$ cat config.mk
export PLATFORM = sky130hd
export DESIGN_NAME = addr_pin_classifier
export DESIGN_NICKNAME = d
export VERILOG_FILES = /design/src/rtl/addr_pin_classifier.sv
export SDC_FILE = /design/constraint.sdc
export NUM_CORES = 1
export LEC_CHECK = 0
export BUFFER_PORTS_ARGS = -buffer_cell sky130_fd_sc_hd__buf_2
export CORE_AREA = 2 2 39 41
export DETAILED_ROUTE_END_ITERATION = 8
export DIE_AREA = 0 0 41 43
export GPL_TIMING_DRIVEN = 0
export PLACE_DENSITY = 0.73
export SYNTH_ARGS = -nofsm -noshare
export SYNTH_HDL_FRONTEND = slang
export SYNTH_SLANG_ARGS = --single-unit
$ cat constraint.sdc
create_clock -name clk_i -period 4 [get_ports clk_i]
set_clock_uncertainty 0.2 [all_clocks]
set_input_delay 0.8 -clock clk_i [delete_from_list [all_inputs] [get_ports clk_i]]
set_output_delay 0.8 -clock clk_i [all_outputs]
set_load 0.05 [all_outputs]
$ cat src/rtl/addr_pin_classifier.sv
module addr_pin_classifier #(
  parameter int PORTS_PER_STRAP = 4
) (
  input  logic                         clk_i,
  input  logic                         rst_ni,
  input  logic                         ad0_i,
  input  logic                         ad2_i,
  input  logic                         sda_i,
  input  logic                         scl_i,
  input  logic                         start_i,
  input  logic                         stop_i,
  output logic [3:0]                   addr_lo_o,
  output logic                         addr_valid_o,
  output logic                         pu_lo_o,
  output logic                         pu_hi_o,
  output logic [2*PORTS_PER_STRAP-1:0] port_default_o
);
  localparam int NSTRAP = 2;
  localparam logic [1:0] CLS_GND = 2'b00;
  localparam logic [1:0] CLS_SDA = 2'b10;
  localparam logic [1:0] CLS_SCL = 2'b11;

  logic              in_frame_q;
  logic              committed_q;
  logic [NSTRAP-1:0] strap;
  logic [1:0]        cls [NSTRAP];

  assign strap = {ad2_i, ad0_i};

  wire frame_open = start_i && !in_frame_q;
  wire frame_end  = stop_i && in_frame_q;

  always_ff @(posedge clk_i) begin
    if (!rst_ni) begin
      in_frame_q  <= 1'b0;
      committed_q <= 1'b0;
    end else begin
      if (frame_open)     in_frame_q <= 1'b1;
      else if (frame_end) in_frame_q <= 1'b0;
      if (frame_end) committed_q <= 1'b1;
    end
  end

  for (genvar g = 0; g < NSTRAP; g++) begin : g_strap
    logic       sda_diff_q, scl_diff_q;
    logic [1:0] cls_q;
    wire sda_diff_n = sda_diff_q | (strap[g] ^ sda_i);
    wire scl_diff_n = scl_diff_q | (strap[g] ^ scl_i);
    logic [1:0] verdict;

    always_comb begin
      if (!sda_diff_n && scl_diff_n)      verdict = CLS_SDA;
      else if (sda_diff_n && !scl_diff_n) verdict = CLS_SCL;
      else                                verdict = {1'b0, strap[g]};
    end

    always_ff @(posedge clk_i) begin
      if (!rst_ni) begin
        sda_diff_q <= 1'b0;
        scl_diff_q <= 1'b0;
        cls_q      <= CLS_GND;
      end else if (frame_open) begin
        sda_diff_q <= 1'b0;
        scl_diff_q <= 1'b0;
      end else if (in_frame_q) begin
        sda_diff_q <= sda_diff_n;
        scl_diff_q <= scl_diff_n;
        if (stop_i) cls_q <= verdict;
      end else if (!committed_q) begin
        cls_q <= {1'b0, strap[g]};
      end
    end

    assign cls[g] = cls_q;
  end

  assign addr_lo_o      = {cls[1], cls[0]};
  assign addr_valid_o   = committed_q;
  assign pu_lo_o        = cls[0] != CLS_GND;
  assign pu_hi_o        = cls[1] != CLS_GND;
  assign port_default_o = {{PORTS_PER_STRAP{pu_hi_o}}, {PORTS_PER_STRAP{pu_lo_o}}};

  a_r7_hold_in_frame: assert property (@(posedge clk_i) disable iff (!rst_ni)
    (in_frame_q && !stop_i) |=> $stable(addr_lo_o))
    else $error("R7 address moved inside a frame");

  a_r8_idle_stop_inert: assert property (@(posedge clk_i) disable iff (!rst_ni)
    (committed_q && !in_frame_q && !start_i) |=> $stable(addr_lo_o))
    else $error("R8 address moved while idle after commit");

  a_r10_valid_sticky: assert property (@(posedge clk_i) disable iff (!rst_ni)
    addr_valid_o |=> addr_valid_o)
    else $error("R10 valid dropped");

  a_r10_valid_from_stop: assert property (@(posedge clk_i) disable iff (!rst_ni)
    $rose(addr_valid_o) |-> $past(stop_i))
    else $error("R10 valid rose without stop");

  a_r6_pullup_nibbles: assert property (@(posedge clk_i) disable iff (!rst_ni)
    (pu_lo_o == (addr_lo_o[1:0] != 2'b00)) && (pu_hi_o == (addr_lo_o[3:2] != 2'b00)))
    else $error("R6 pullup does not match class");
endmodule

==> results.txt, run 1 <==
----------------------------------------------------
[Yosys]
  Sequential area share after synthesis ... approximately 34%
  Post-synthesis share of cell area spent on xor and xnor gates ... 5.996%
  Number of distinct library cells after synthesis ... 18
  Syn nets ... just under 80
  Mux share of post-synthesis cell area ... 5.139%
  Number of synthesized register bits ... 10
  Post-synthesis instance total ... 65
  Mean area per synthesized cell ... roughly 9 sq um
  Combinational family with the most area after synthesis ... compound AO/OA/AOI/OAI gates
  Compound-gate portion of the synthesized area ... between 10% and 20%
  Fraction of the mapped netlist area in simple logic gates ... a little over an eighth
  Warnings from Yosys ... 0
  Arithmetic-cell share of the synthesized area counting full adders, half adders and majority gates ... 8.565%
  Summed instance area of the synthesized netlist ... slightly below 600 sq um

[Min path]
  HP Start ... g_strap[1].cls_q[0]
  Hold-critical path endpoint ... g_strap[1].cls_q[0]
  Hold WC Path Type ... reg -> reg
  Number of stages on the worst hold path ... 2

[Clock tree]
  Cell at the root of the clock tree ... sky130_fd_sc_hd__clkbuf_4
  Bufs on Longest Clock Path ... 2
  CTS H-tree lvls ... 1
  Clock Latency Late Sink ... between 200 and 300 ps
  Clock slew seen by the registers of the worst setup and hold paths ... around 70 ps
  Post-cts sizing count ... 0
  Num Clock Sinks ... 10
  Number of hold buffers added after CTS ... 0
  Clock buffer count from CTS ... 3
  CTS tree ... yes
  Number of buffers added for setup after CTS ... 0

[STA]
  Period Utilization, post-route ... between 50% and 60%
  Measured slew at the worst slew-check pin ... 278.4 ps
  Number of slew-limit violations in the final report ... 0
  Final count of hold timing violations ... 0
  Max Freq ... ~440 MHz
  RSZ-0062 raised after global routing ... no
  Setup Total Neg Slack ... 0 ps
  Headroom to the max-slew limit ... around four fifths
  Crit path time final ... 2259 ps
  Setup-violating endpoint count in the final report ... 0

[Worst setup path]
  Crit path DAT ... between 1000 and 1500 ps
  Reg-to-Reg Start ... g_strap[0].scl_diff_q
  R2R Path End ... g_strap[0].cls_q[0]
  Critical Path End Type ... output pin
  Required time reported for the critical path endpoint ... around 3000 ps
  Cell breakdown of the critical path ... or2_2 > buf_4 > buf_2
  Highest net fanout along the worst path ... 5
  Worst Reg-to-Reg Cells ... 5
  Minimum setup slack among reg-to-reg paths ... 2540 ps
  Largest stage delay on the critical path ... 330 ps
  Critical-path cell with the highest stage delay ... sky130_fd_sc_hd__or2_2
  Setup crit start kind ... flip-flop
  WS Path Type ... reg -> out

[Floorplanning]
  Floorplan die height ... 43 um
  Number of standard-cell rows in the floorplan ... 14
  Starting density of the core ... a little over two fifths
  Number of top-level pins ... 23
  Core area ... around 0.0014 sq mm
  Die extent in x ... roughly 40 um
  Die area ... roughly 0.0018 sq mm

[Detailed routing]
  Drt via density ... 4.729
  Average wire per standard cell ... 10.25 um
  Via count of the routed design ... 506
  Number of design-rule violations left by the first detailed-router iteration ... 4
  DRC ... 0
  Total detailed-routing wirelength ... approximately 1.1 mm
  Post-detailed-route count of antenna-violating nets ... 0
  Detailed Routing Iterations Pass 1 ... 2

[GRT]
  Number of global-route vias before repair ... roughly 420
  First-pass GRT wire length ... approximately 1.6 mm
  Largest net degree at the start of global routing ... 11
  Initial antenna violation count ... 0
  Tot GR Track Use ... 13.67%
  Global-route congestion overflow total ... 0

[Layout]
  Syn-to-layout area delta ... 28.48%
  Proportion of layout cells with a drive suffix above 1 ... between 40% and 50%
  Commonest cells after routing, fill and taps aside ... sky130_fd_sc_hd__buf_2, sky130_fd_sc_hd__dfxtp_1, sky130_fd_sc_hd__buf_4
  Fin nets ... roughly 100
  Most common library cell in the layout ignoring fill and taps ... sky130_fd_sc_hd__buf_2
  Final cell area excluding filler cells ... approximately 750 sq um
  Number of diodes ... 0

[Job]
  Number of max-capacitance violations reported ... 0

[Placed design]
  Placement-stage cell area ... a little over 700 sq um
  Buffers on Ports ... 22
  Routability-driven placement congestion ratio ... roughly 0.72
  Detailed Place HPWL ... 839.6 um

[Power]
  VDD IR max ... 0.0002578 V
  Static Leakage ... about 0.4 nW
  Total power ... roughly 0.00034 W
  PD cells ... ~450 mW/mm^2

[Status]
  Status ... finished, final reports clean

----------------------------------------------------
[Yosys cell counts]
library cell | instances | area share [%]
sky130_fd_sc_hd__nand2_1 | 5 | 3.2
sky130_fd_sc_hd__nor3_1 | 4 | 3.4
sky130_fd_sc_hd__inv_1 | 5 | 3.2
sky130_fd_sc_hd__a21oi_2 | 2 | 3.0
sky130_fd_sc_hd__nor2_1 | 5 | 3.2
sky130_fd_sc_hd__mux2i_1 | 3 | 5.1
sky130_fd_sc_hd__or2_2 | 2 | 2.1
sky130_fd_sc_hd__o31ai_4 | 1 | 3.6
sky130_fd_sc_hd__buf_6 | 1 | 1.9
sky130_fd_sc_hd__xor2_1 | 4 | 6.0
sky130_fd_sc_hd__and2_1 | 1 | 1.1
sky130_fd_sc_hd__inv_2 | 1 | 0.64
sky130_fd_sc_hd__buf_4 | 8 | 10
sky130_fd_sc_hd__dfxtp_1 | 10 | 34
sky130_fd_sc_hd__o32ai_1 | 2 | 3.0
sky130_fd_sc_hd__ha_1 | 4 | 8.6
sky130_fd_sc_hd__a21oi_1 | 5 | 4.3
sky130_fd_sc_hd__a211o_1 | 2 | 3.0
[layer usage]
layer / vias up / GRT usage (%) / routed length, um
li1: 263 / - / -
met1: 228 / 16.45 / 507
met2: 11 / 20.00 / 515
met3: 4 / 4.712 / 63
met4: 0 / 8.000 / 10
met5: - / 0 / 0
[layout make-up]
type	instances	area [sq um]
timing repair buffer	22	110.1
tap	16	20.02
buffer	9	71.32
fill	143	633.1
sequential	10	200.2
clock buffer	4	36.28
inverter	6	22.52
multi-input combinational	40	290.3
[state kept, by name, summed over array words and instances, names as in the netlist]
name                flops
g_strap.cls_q           4
addr_valid_o            1
in_frame_q              1
g_strap.scl_diff_q      2
g_strap.sda_diff_q      2
[where the power goes]
part	leakage, nW	internal (W)	switching (W)
Sequential	0.0819	0.000106	0.00000447
Clock	0.0210	0.0000553	0.0000371
Combinational	0.300	0.0000423	0.0000914
[worst max path at each step]
stage,to,startpoint,cells past startpoint
final,port_default_o[7],g_strap[1].cls_q[0],3
after floorplan,port_default_o[0],g_strap[0].cls_q[1],2
after global placement,g_strap[1].cls_q[0],ad2_i,7
after CTS,port_default_o[7],g_strap[1].cls_q[0],3
after detailed placement,g_strap[0].cls_q[0],scl_i,7
after global routing,port_default_o[4],g_strap[1].cls_q[0],3
[cells by family (layout without fill, tap and decap cells)]
logic type                 count (synthesis)  after routing
xor gates and xnor gates                   4              4
buffers and inverters                     15             41
AOI/OAI and AO/OA                         12             12
adders and majority gates                  4              4
DFF                                       10             10
and+or+nand+nor                           17             17
muxes                                      3              3
[critical path, delay by kind of cell, from the launching register on]
kind / cells / cell delay, ps
buf+inv: 2 / 340
simple gates: 1 / 330
flops: 1 / 320
[per-stage QoR]
step / setup slack (ps) / utilization (%) / std cells / hold WS (ps)
after CTS: 1726 / 54.25 / 107 / 276.3
after detailed placement: 1790 / 51.63 / 103 / 260.2
after floorplan: 1720 / - / 65 / 291.8
after global routing: 1694 / 54.25 / 107 / 302.4
after global placement: 1806 / 51.63 / 103 / 259.1
final: 1741 / 54.25 / 107 / 270.6
Note: power is estimated with default switching activity, not from simulation.
==> inputs of run 2 (changes only) <==
CORE_AREA = not set   (was 2 2 39 41)
CORE_UTILIZATION = 45   (was not set)
DIE_AREA = not set   (was 0 0 41 43)
PLACE_DENSITY = 0.75   (was 0.73)
clock period = 2.25 ns   (was 4 ns; I/O delays follow)
==> results.txt, run 2 (synthesis gave the netlist of run 1 again) <==
----------------------------------------------------
[Job]
  Number of max-capacitance violations reported ... 0 (unchanged)

[STA]
  Setup Total Neg Slack ... 0 ps (unchanged)
  Setup-violating endpoint count in the final report ... 0 (unchanged)
  Headroom to the max-slew limit ... 81.36% (about the same)
  Number of slew-limit violations in the final report ... 0 (unchanged)
  RSZ-0062 raised after global routing ... no
  Measured slew at the worst slew-check pin ... 279.6 ps (+1.195 ps)
  Period Utilization, post-route ... a little under nine tenths
  Crit path time final ... between 1500 and 2000 ps
  Final count of hold timing violations ... 0 (unchanged)
  Max Freq ... 520.7 MHz

[Clock tree]
  Bufs on Longest Clock Path ... 2 (unchanged)
  Clock buffer count from CTS ... 3 (unchanged)
  Cell at the root of the clock tree ... sky130_fd_sc_hd__clkbuf_4
  Clock slew seen by the registers of the worst setup and hold paths ... 70 ps (about the same)
  Post-cts sizing count ... 0 (unchanged)
  Num Clock Sinks ... 10 (unchanged)
  Number of hold buffers added after CTS ... 0 (unchanged)
  CTS H-tree lvls ... 1 (unchanged)
  CTS tree ... yes
  Clock Latency Late Sink ... 260 ps (about the same)
  Number of buffers added for setup after CTS ... 0 (unchanged)

[Layout]
  Number of diodes ... 0 (unchanged)
  Most common library cell in the layout ignoring fill and taps ... sky130_fd_sc_hd__buf_2
  Proportion of layout cells with a drive suffix above 1 ... 44.44% (-0.61 points)
  Fillers ... 105 (-27%)
  Biggest registers after layout ... g_strap.cls_q (4), g_strap.scl_diff_q (2), g_strap.sda_diff_q (2)
  Syn-to-layout area delta ... 25.70%
  Number of standard cells in the layout, taps in and fillers out ... 104 (-2.8%)
  Register name with the most flops ... g_strap.cls_q
  Commonest cells after routing, fill and taps aside ... sky130_fd_sc_hd__buf_2, sky130_fd_sc_hd__dfxtp_1, sky130_fd_sc_hd__buf_4
  Fin nets ... 104 (unchanged)
  Flip-flop count of the largest register, all copies and words added ... 4 (unchanged)

[Worst setup path]
  Required time reported for the critical path endpoint ... 1600 ps (-1400 ps)
  Cell breakdown of the critical path ... or2_2 > buf_4 > buf_2
  Setup crit start ... g_strap[0].cls_q[1]
  Setup crit start kind ... flip-flop
  Largest stage delay on the critical path ... 340 ps (about the same)
  Reg-to-Reg Start ... g_strap[1].scl_diff_q
  Highest net fanout along the worst path ... 5 (unchanged)
  Critical Path End Type ... output pin
  Crit path buf inv count ... 2 (unchanged)
  Family with the most delay on the worst path ... simple AND/OR/NAND/NOR gates
  WS Path Type ... reg -> out
  Crit path DAT ... 1270 ps (about the same)
  Critical-path cell with the highest stage delay ... sky130_fd_sc_hd__or2_2

[Floorplanning]
  Die extent in x ... 38.04 um (-7.2%)
  Floorplan die height ... 38.04 um (-12%)
  Number of standard-cell rows in the floorplan ... 12 (-2)
  Number of top-level pins ... 23 (unchanged)
  Die area ... 0.001447 sq mm (-18%)
  Starting density of the core ... 50.54% (+8.3 points)
  Core area ... 0.001156 sq mm (-16%)

[Detailed routing]
  Drt via density ... 4.875 (+3.1%)
  Via count of the routed design ... 507 (+0.20%)
  DRC ... 0 (unchanged)
  Number of design-rule violations left by the first detailed-router iteration ... 10 (+6)
  Post-detailed-route count of antenna-violating nets ... 0 (unchanged)
  Average wire per standard cell ... 10.46 um (+2.0%)
  Detailed Routing Iterations Pass 1 ... 4 (+2)
  Total detailed-routing wirelength ... 1.088 mm (-0.82%)

[GRT]
  GR met3 Demand/Resource ... 8.721% (+4.0 points)
  First-pass GRT wire length ... 1.725 mm (+6.0%)
  GR Util met1 ... 20.36% (+3.9 points)
  Largest net degree at the start of global routing ... 11 (unchanged)
  Met2 capacity usage during global routing ... 29.24% (+9.2 points)
  Number of global-route vias before repair ... 423 (+0.95%)
  Tot GR Track Use ... 17.56% (+3.9 points)
  Initial antenna violation count ... 0 (unchanged)
  GR peak layer ... met2
  Global-route congestion overflow total ... 0 (unchanged)

[Min path]
  HP Start ... stop_i
  Hold WC Path Type ... in -> reg

[Power]
  PD cells ... 755.3 mW/mm^2 (+69%)
  Cell-internal power ... 0.0003247 W (+60%)
  VDD IR max ... 0.0003776 V (+46%)
  Sequential Power Share ... 35.4% (+2.6 points)
  Share of total power in combinational logic ... 42.7% (+2.9 points)
  Psw ... 0.0002300 W (+73%)
  Clk pwr share ... 21.9% (-5.6 points)
  Switching fraction of total power ... 41.47% (+1.9 points)
  Static Leakage ... 0.3961 nW (-1.8%)

[Placed design]
  Routability-driven placement congestion ratio ... 0.6957 (-3.6%)
  Buffers on Ports ... 22 (unchanged)
  Placed cell count ... 101 (-1.9%)
  Detailed Place HPWL ... 870.9 um (+3.7%)

[Status]
  Status ... finished, final reports clean

----------------------------------------------------
-- run 2: power by group through the flow --
stage,sequential (W),combinational (W),clock [W]
after floorplan,0.000220,0.000170,0
after global placement,0.000200,0.000235,0
after detailed placement,0.000200,0.000238,0
after CTS,0.000196,0.000239,0.000125
after global routing,0.000198,0.000253,0.000136
final,0.000196,0.000237,0.000121
-- run 2: final cells by class --
| class | instances | area [sq um] | share of cell area [%] |
|---|---|---|---|
| Multi-Input combinational cell | 40 | 290.3 | 39.52 |
| Inverter | 6 | 22.52 | 3.066 |
| Clock buffer | 3 | 22.52 | 3.066 |
| Tap cell | 14 | 17.52 | 2.385 |
| Buffer | 9 | 71.32 | 9.710 |
| Timing Repair Buffer | 22 | 110.1 | 14.99 |
| Sequential cell | 10 | 200.2 | 27.26 |
-- run 2: worst paths after layout --
path | endpoint | slack, ps | cells past startpoint
worst max-delay path | port_default_o[3] | 330 | 3
worst min-delay path | addr_valid_o | 270 | 3
worst max register to register | g_strap[1].cls_q[0] | 790 | 5
worst min register to register | g_strap[1].cls_q[0] | 270 | 2
-- run 2: metrics by stage --
step / setup WS, ps / instance area (sq um) / total power (W) / util [%] / hold WS (ps)
after floorplan: 320.0 / 584.3 / 0.0003902 / - / 291.8
after global placement: 429.6 / 711.9 / 0.0004350 / 61.58 / 253.2
after detailed placement: 386.2 / 711.9 / 0.0004386 / 61.58 / 267.5
after CTS: 324.8 / 734.5 / 0.0005603 / 63.53 / 264.0
after global routing: 291.6 / 734.5 / 0.0005869 / 63.53 / 300.3
final: 329.3 / 734.5 / 0.0005547 / 63.53 / 268.2
-- run 2: worst register-to-register path: cells and delay by family (launching register included) --
family | cells | cell delay [ps]
AO/OA/AOI/OAI | 1 | 300
multiplexers | 1 | 120
buffers and inverters | 1 | 70
adder cells (fa/ha/maj) | 1 | 190
AND/OR/NAND/NOR | 1 | 190
flip-flops | 1 | 320
-- run 2: per-layer routing --
| metal | wire length [um] | up-vias |
|---|---|---|
| li1 | - | 263 |
| met1 | 512 | 228 |
| met2 | 505 | 14 |
| met3 | 61 | 2 |
| met4 | 8 | 0 |
| met5 | 0 | - |
